### src/rtl/burst_seq_pkg.sv
// Package: shared types for the burst offset sequencer.
// Assumes: nothing beyond standard SystemVerilog.
package burst_seq_pkg;

    // Beat ordering selected by the mode input.
    typedef enum logic {
        ORDER_LINEAR = 1'b0,
        ORDER_XOR    = 1'b1
    } order_e;

endpackage

### src/rtl/burst_index_ctr.sv
// Module: burst_index_ctr
// Holds the burst start offset and the beat index since the last load.
// Load captures the start and clears the index; advance steps the index,
// wrapping naturally at 2**W. Load has priority over advance.
// Assumes: synchronous active-low reset.
module burst_index_ctr #(
    parameter int W = 2
) (
    input  logic         clk,
    input  logic         rst_n,
    input  logic         load_i,
    input  logic         adv_i,
    input  logic [W-1:0] start_i,
    output logic [W-1:0] start_o,
    output logic [W-1:0] idx_o
);

    localparam logic [W-1:0] IDX_STEP = W'(1);

    logic [W-1:0] start_q;
    logic [W-1:0] idx_q;

    // Capture start offset on load.
    always_ff @(posedge clk) begin
        if (!rst_n) begin
            start_q <= '0;
        end else if (load_i) begin
            start_q <= start_i;
        end
    end

    // Restart the beat index on load, step it on advance, else hold.
    always_ff @(posedge clk) begin
        if (!rst_n) begin
            idx_q <= '0;
        end else if (load_i) begin
            idx_q <= '0;
        end else if (adv_i) begin
            idx_q <= idx_q + IDX_STEP;
        end
    end

    assign start_o = start_q;
    assign idx_o   = idx_q;

endmodule

### src/rtl/burst_mode_reg.sv
// Module: burst_mode_reg
// Registers the quasi-static mode input, which gives order changes
// one cycle of latency.
// Assumes: mode changes rarely; reset selects the linear order.
module burst_mode_reg
    import burst_seq_pkg::*;
(
    input  logic   clk,
    input  logic   rst_n,
    input  logic   mode_i,
    output order_e order_o
);

    order_e order_q;

    // Sample mode every cycle.
    always_ff @(posedge clk) begin
        if (!rst_n) begin
            order_q <= ORDER_LINEAR;
        end else begin
            order_q <= order_e'(mode_i);
        end
    end

    assign order_o = order_q;

endmodule

### src/rtl/burst_order_map.sv
// Module: burst_order_map
// Maps (start, beat index) to the output offset in the selected order.
// Linear: start + index mod 2**W. Interleaved: start XOR index, built bit
// by bit. Purely combinational.
// Assumes: inputs come from registers.
module burst_order_map
    import burst_seq_pkg::*;
#(
    parameter int W = 2
) (
    input  logic [W-1:0] start_i,
    input  logic [W-1:0] idx_i,
    input  order_e       order_i,
    output logic [W-1:0] offset_o
);

    logic [W-1:0] lin_off;
    logic [W-1:0] xor_off;

    // Linear order: modular add of the beat index.
    always_comb begin
        lin_off = start_i + idx_i;
    end

    // Interleaved order: one XOR per offset bit.
    for (genvar b = 0; b < W; b++) begin : g_xor_bit
        assign xor_off[b] = start_i[b] ^ idx_i[b];
    end

    // Select the active order.
    always_comb begin
        offset_o = (order_i == ORDER_XOR) ? xor_off : lin_off;
    end

endmodule

### src/rtl/burst_addr_seq.sv
// Module: burst_addr_seq (top)
// Burst offset sequencer. It loads a start offset, steps on advance,
// holds on suspend and wraps within a 2**OFF_W beat group. The order is
// linear or interleaved, picked by a registered mode input. It also
// flags the last beat of the group.
// Assumes: synchronous active-low reset; mode is quasi-static.
module burst_addr_seq
    import burst_seq_pkg::*;
#(
    parameter int OFF_W = 2
) (
    input  logic             clk,
    input  logic             rst_n,
    input  logic             load_i,
    input  logic [OFF_W-1:0] start_i,
    input  logic             adv_i,
    input  logic             mode_i,
    output logic [OFF_W-1:0] offset_o,
    output logic             last_o
);

    logic [OFF_W-1:0] start_w;
    logic [OFF_W-1:0] idx_w;
    order_e           order_w;

    burst_index_ctr #(.W(OFF_W)) i_ctr (
        .clk     (clk),
        .rst_n   (rst_n),
        .load_i  (load_i),
        .adv_i   (adv_i),
        .start_i (start_i),
        .start_o (start_w),
        .idx_o   (idx_w)
    );

    burst_mode_reg i_mode (
        .clk     (clk),
        .rst_n   (rst_n),
        .mode_i  (mode_i),
        .order_o (order_w)
    );

    burst_order_map #(.W(OFF_W)) i_map (
        .start_i  (start_w),
        .idx_i    (idx_w),
        .order_i  (order_w),
        .offset_o (offset_o)
    );

    // Final beat of the group: every index bit set.
    always_comb begin
        last_o = &idx_w;
    end

endmodule

### config.mk
export PLATFORM = sky130hd
export DESIGN_NAME = burst_addr_seq
export DESIGN_NICKNAME = d
export VERILOG_FILES = /design/src/rtl/burst_seq_pkg.sv /design/src/rtl/burst_index_ctr.sv /design/src/rtl/burst_mode_reg.sv /design/src/rtl/burst_order_map.sv /design/src/rtl/burst_addr_seq.sv
export SDC_FILE = /design/constraint.sdc
export NUM_CORES = 1
export LEC_CHECK = 0
export ABC_CLOCK_PERIOD_IN_PS = 1070
export CORE_AREA = 4 4 41 43
export CTS_BUF_LIST = sky130_fd_sc_hd__clkbuf_16
export CTS_CLUSTER_SIZE = 25
export DETAILED_ROUTE_END_ITERATION = 8
export DIE_AREA = 0 0 45 47
export DONT_BUFFER_PORTS = 1
export PLACE_DENSITY = 0.42
export SYNTH_ARGS = -nofsm -noshare
export SYNTH_HDL_FRONTEND = slang
export SYNTH_HIERARCHICAL = 1
export SYNTH_SLANG_ARGS = --single-unit
### constraint.sdc
create_clock -name clk -period 1.07 [get_ports clk]
set_clock_uncertainty 0.2 [all_clocks]
set_input_delay 0.1605 -clock clk [delete_from_list [all_inputs] [get_ports clk]]
set_output_delay 0.1605 -clock clk [all_outputs]
set_load 0.005 [all_outputs]
==> metrics.csv, run 1 <==
stage,metric,value,unit
run_status,outcome,"finished, violations left",
run_status,failing checks,setup timing,
final_layout,n_diodes,0,
floorplanning,die area,2120,um2
sta,RSZ-0062 raised after global routing,true,
drt,Iter 0 DRT Violations,3,
drt,antenna violation net count after detailed routing,0,
synthesis,"area leader, netlist",dfxtp_1,
place,GP Congestion,0.680,
power,Final Power,873,uW
drt,WL/cell,11.9,um
global_route,global-route usage over all layers,0.0736,
floorplanning,Starting Density,0.176,
sta,Hold Fails Final Rpt,0,
drt,final wirelength,581,um
final_layout,ratio of cells with drive above 1 in the final layout,0.441,
drt,Pre-antenna DRT Iters,4,
synthesis,synth top area cells,"dfxtp_1 (44%), xnor2_1 (11%), mux2i_1 (8.7%)",
drt,mean number of vias per cell,4.12,
power,Leak,0.198,nW
clock_tree,# clock sinks,5,
synthesis,distinct cell type count after synthesis,11,
synthesis,Synth Flop Type,dfxtp_1,
synthesis,top-count cell post-synth,dfxtp_1,
synthesis,Async SR Flop Fraction,0,
setup_path,crit path DAT,0.95,ns
synthesis,#FFs+latches synth,5,
global_route,largest net degree at the start of global routing,5,
global_route,initial antenna violation count,0,
sta,Worst-Margin Slew,0.249,ns
sta,"Slew Viols, Final",0,
clock_tree,CTS HTree Levels,1,
global_route,first-pass GRT wire length,986,um
clock_tree,setup bufs post-CTS,0,
sta,FMAX,0.763,GHz
final_layout,synth-to-layout area growth,95.6,%
synthesis,Synth Cell Area,229,um2
synthesis,sequential area share after synthesis,0.437,
place,Area after DPL,289,um2
clock_tree,CTS tree,yes,
flow_run,max cap viols,0,
clock_tree,Longest Clk Path Bufs,2,
floorplanning,Top-Level Pins,10,
synthesis,Post-synth EDFFs,0,
synthesis,Mean Syn Cell Area,10.9,um2
setup_path,critical path capture point type,output port,
final_layout,fin nets,43,
floorplanning,Die H,47,um
sta,final setup vio count,3,
sta,post-route setup slack,-0.241,ns
synthesis,largest family of logic cells by synthesized area,simple AND/OR/NAND/NOR gates,
synthesis,adder-cell area share of the yosys netlist,0.0546,
clock_tree,CTS Root Buffer Type,clkbuf_16,
setup_path,CP Launch Type,register,
power,peak supply drop,1.06,mV
synthesis,Synth top area share,0.437,
final_layout,Finished Core Util,0.344,
clock_tree,CTS buffer count,3,
synthesis,Compound-Gate Fraction of Synth Area,0.0820,
synthesis,Mapped Cells,21,
hold_path,HP Class,in2reg,
synthesis,Post-Synth Simple-Gate Area,0.224,
setup_path,Critical Path RT,0.71,ns
sta,Max-slew headroom,0.833,
sta,Tmin final,1.31,ns
setup_path,Crit Path Class,reg2out,
clock_tree,clk_lat worst skew,0.22,ns
synthesis,Mapped Nets,29,
synthesis,fraction of synthesized cell area in xor and xnor cells,0.115,
setup_path,crit path max fanout,2,
synthesis,multiplexer share of the synthesized area,0.0874,
synthesis,YS warnings,6,
global_route,GR Overflow Total,0,
place,IO Port Bufs,0,
floorplanning,CORE AREA,1300,um2
final_layout,design area,448,um2
drt,vias,202,
power,cell area power density,1950,nW/um2
sta,period utilization,1.23,
place,dpl ws,-0.0514,ns
floorplanning,die width,45,um
clock_tree,clk slew on worst S/H paths,0.03,ns
floorplanning,num rows,13,
drt,DR DRC count,0,
global_route,vias in the first global route,242,
synthesis,Post-synth top cells,"dfxtp_1 (5), nor2b_1 (3), xnor2_1 (3), and2_1 (2), mux2i_1 (2)",
final cells by class:
type	count	area [um2]
Clock inverter	1	3.75
Multi-Input combinational cell	16	159
Sequential cell	5	104
Fill cell	135	853
Tap cell	15	18.8
Clock buffer	3	75.1
Timing Repair Buffer	9	87.6
worst paths after layout:
kind	startpoint	endpoint	slack, ns	cells after the start
min reg2reg	i_ctr/start_o[1]	i_ctr/start_o[1]	0.35	2
max reg2reg	i_ctr/idx_o[1]	i_ctr/idx_o[1]	0.04	3
max	i_ctr/start_o[0]	offset_o[1]	-0.24	3
min	adv_i	i_ctr/idx_o[0]	0.17	3
state kept, by name, summed over array words and instances, names as in the netlist:
register / count
i_ctr/start_o: 2
i_ctr/idx_o: 2
i_mode/order_o: 1
report_power, final:
group / internal, mW / leakage (nW) / switching [mW] / total (mW)
sequential: 0.198 / 0.0424 / 0.00786 / 0.206
clock: 0.483 / 0.0423 / 0.114 / 0.597
combinational: 0.0441 / 0.114 / 0.0254 / 0.0696
total: 0.725 / 0.198 / 0.147 / 0.873
critical path: stages (launching register included):
cell	delay [ns]
dfxtp_2	0.33
ha_4	0.15
nor2b_4	0.12
xnor2_2	0.13
cell families after synthesis:
logic type               count (synthesis)
flip-flops                               5
multiplexers                             2
AND/OR/NAND/NOR                          8
XOR/XNOR                                 3
AO/OA/AOI/OAI                            2
adder cells (fa/ha/maj)                  1
stage by stage:
stage / std cells / setup TNS [ns] / hold WS (ns)
4_1_cts: 49 / -0.727 / 0.353
3_3_place_gp: 39 / -0.0428 / 0.0884
5_1_grt: 49 / -0.569 / 0.178
6_report: 49 / -0.476 / 0.165
2_1_floorplan: 21 / -0.0426 / 0.0822
3_5_place_dp: 39 / -0.0514 / 0.0965
timing repair:
action	CTS	global route
gates resized for setup	3	3
endpoints found under the setup margin	3	7
hold buffers	6	0
endpoints found under the hold margin	5	0
pin swaps	1	0
cloned	0	0
per-layer routing:
metal	GRT usage	part of all wire
met4	0.0994	0.10
met2	0.124	0.55
met3	0.0421	0.043
met5	0	0
met1	0.0481	0.30
layout by cell type, fill, tap and decap left out:
cell | netlist | layout
dlygate4sd3_1 | 0 | 4
clkbuf_16 | 0 | 3
dfxtp_2 | 0 | 3
buf_4 | 0 | 3
mux2i_1 | 2 | 2
nor2b_1 | 3 | 2
xnor2_1 | 3 | 2
dlymetal6s4s_1 | 0 | 2
dfxtp_1 | 5 | 2
and2_4 | 0 | 1
inv_1 | 0 | 1
a21bo_1 | 1 | 1
nand3b_1 | 1 | 1
nand2b_2 | 1 | 1
a21oi_2 | 1 | 1
nor2_1 | 1 | 1
nor2b_4 | 0 | 1
xnor2_2 | 0 | 1
ha_4 | 0 | 1
and2_1 | 2 | 1
Power figures use the tool's default switching activity.
==> run 2, diff against run 1 <==
Settings changed: SKIP_CTS_REPAIR_TIMING set to 1.
==> run 2 against run 1 <==
The flow still finishes with violations (setup timing). Sequential cell count unchanged. Largest power group unchanged. Routed wire length up 3.4%. Sequential share of layout area up 0.26 points. Total power down 0.13%. Register-to-register slack about the same. Die area unchanged.
==> metrics.csv, run 2 (synthesis results as in run 1) <==
stage,metric,value,unit,change
sta,Tmin final,1.31,ns,about the same
setup_path,Critical Path RT,0.71,ns,about the same
hold_path,WHS Path Cells,2,,was 3
power,Final Power,871,uW,was 873 uW
drt,antenna violation net count after detailed routing,0,,unchanged
sta,"Slew Viols, Final",0,,unchanged
drt,vias,202,,unchanged
sta,Max-slew headroom,0.833,,about the same
power,Leak,0.181,nW,was 0.198 nW
floorplanning,CORE AREA,1300,um2,unchanged
setup_path,slowest CP cell,dfxtp_2,,unchanged
global_route,initial antenna violation count,0,,unchanged
clock_tree,clk slew on worst S/H paths,0.03,ns,about the same
sta,TNS Setup,-0.726,ns,was -0.476 ns
setup_path,Worst R2R End,i_ctr/idx_o[1],,unchanged
power,switching power,147,uW,about the same
setup_path,crit path max fanout,2,,unchanged
run_status,outcome,"finished, violations left",,unchanged
final_layout,Seq. cell area,104,um2,unchanged
final_layout,fin cells,49,,unchanged
final_layout,multi-input logic area,159,um2,unchanged
floorplanning,die area,2120,um2,unchanged
setup_path,r2r startpoint,i_ctr/idx_o[1],,unchanged
sta,final setup vio count,7,,was 3
hold_path,Hold Crit Start,i_ctr/start_o[1],,was adv_i
setup_path,crit path DAT,0.95,ns,about the same
setup_path,Worst R2R Path Depth,3,,unchanged
floorplanning,Die H,47,um,unchanged
floorplanning,die width,45,um,unchanged
sta,Hold Fails Final Rpt,0,,unchanged
hold_path,Hold Path Sink,i_ctr/start_o[1],,was i_ctr/idx_o[0]
drt,DR DRC count,0,,unchanged
global_route,GR Overflow Total,0,,unchanged
final_layout,"leading cell type in the layout, fill and taps excluded",dlygate4sd3_1,,unchanged
clock_tree,Longest Clk Path Bufs,2,,unchanged
setup_path,"reg-to-reg slack, setup",0.04,ns,about the same
final_layout,most frequent cells in the layout,"dlygate4sd3_1 (6), clkbuf_16 (3), dfxtp_2 (3), buf_4 (3)",,"was dlygate4sd3_1 (4), clkbuf_16 (3), dfxtp_2 (3), buf_4 (3)"
final_layout,fin nets,43,,unchanged
floorplanning,Starting Density,0.176,,unchanged
place,placed cell count,39,,unchanged
setup_path,CP bufs+invs,0,,unchanged
hold_path,HP Class,reg2reg,,was in2reg
sta,Worst-Margin Slew,0.249,ns,about the same
sta,period utilization,1.23,,about the same
setup_path,crit-path cells,ha_4 > nor2b_4 > xnor2_2,,unchanged
global_route,global-route usage over all layers,0.0594,,was 0.0736
sta,RSZ-0062 raised after global routing,true,,unchanged
final_layout,design area,443,um2,was 448 um2
final_layout,ratio of cells with drive above 1 in the final layout,0.441,,unchanged
setup_path,critical path capture point type,output port,,unchanged
drt,Pre-antenna DRT Iters,3,,was 4
power,Internal,724,uW,was 725 uW
floorplanning,Top-Level Pins,10,,unchanged
final_layout,n_diodes,0,,unchanged
global_route,largest net degree at the start of global routing,5,,unchanged
final_layout,number of fill cells in the layout,134,,was 135
clock_tree,CTS HTree Levels,1,,unchanged
sta,post-route setup slack,-0.241,ns,about the same
power,peak supply drop,1.02,mV,was 1.06 mV
sta,FMAX,0.763,GHz,about the same
place,GP Congestion,0.680,,unchanged
power,cell area power density,1970,nW/um2,was 1950 nW/um2
clock_tree,CTS tree,yes,,unchanged
drt,WL/cell,12.3,um,was 11.9 um
flow_run,max cap viols,0,,unchanged
place,Area after DPL,289,um2,unchanged
drt,final wirelength,601,um,was 581 um
setup_path,Crit Path Class,reg2out,,unchanged
power,Switching Share,0.169,,about the same
run_status,failing checks,setup timing,,unchanged
clock_tree,CTS Root Buffer Type,clkbuf_16,,unchanged
place,IO Port Bufs,0,,unchanged
clock_tree,clk_lat worst skew,0.22,ns,about the same
setup_path,"Largest delay share family, worst path",flip-flops,,unchanged
final_layout,synth-to-layout area growth,93.4,%,was 95.6%
global_route,vias in the first global route,198,,was 242
clock_tree,CTS buffer count,3,,unchanged
global_route,first-pass GRT wire length,772,um,was 986 um
setup_path,CP Launch Type,register,,unchanged
power,Comb power frac,0.079,,was 0.080
drt,Iter 0 DRT Violations,4,,was 3
setup_path,Worst path max stage delay,0.33,ns,about the same
floorplanning,num rows,13,,unchanged
setup_path,Critical Path Start,i_ctr/start_o[0],,unchanged
power,clock network fraction of design power,0.685,,was 0.684
sta,worst hold slack,0.351,ns,was 0.165 ns
drt,mean number of vias per cell,4.12,,unchanged
clock_tree,# clock sinks,5,,unchanged
power,Reg power frac,0.236,,about the same
-- run 2: final cells by class --
class,count,share of cell area
Clock inverter,1,0.00847
Sequential cell,5,0.234
Clock buffer,3,0.169
Tap cell,15,0.0424
Multi-Input combinational cell,16,0.359
Timing Repair Buffer,9,0.186
-- run 2: power by group through the flow --
stage	sequential (mW)	combinational, mW	clock [mW]
after floorplan	0.206	0.0309	0
after global placement	0.206	0.0429	0
after detailed placement	0.206	0.0440	0
final	0.206	0.0685	0.597
after CTS	0.204	0.0444	0.615
after global routing	0.207	0.0741	0.625
-- run 2: worst max-delay path by stage --
stage | endpoint | slack [ns] | depth (start not counted)
floorplan | offset_o[1] | -0.04 | 3
global placement | offset_o[1] | -0.04 | 3
detailed placement | offset_o[1] | -0.05 | 3
CTS | offset_o[1] | -0.30 | 3
global route | offset_o[1] | -0.29 | 3
finish | offset_o[1] | -0.24 | 3
-- run 2: routing by layer --
layer	vias up	GRT usage	share of wire
met5	-	0	0
met3	2	0.0383	0.035
li1	97	-	-
met4	0	0.0702	0.033
met1	97	0.0366	0.31
met2	6	0.105	0.62
-- run 2: tightest hold or removal path: cells and delay by family, from the launching register on --
| family | cells | cell delay (ns) |
|---|---|---|
| mux | 1 | 0.13 |
| flops | 1 | 0.31 |
| simple gates | 1 | 0.06 |
-- run 2: through the flow --
stage,util,setup slack (ns)
floorplan,-,-0.0426
global placement,0.222,-0.0428
detailed placement,0.222,-0.0514
CTS,0.283,-0.298
global route,0.340,-0.290
finish,0.340,-0.241
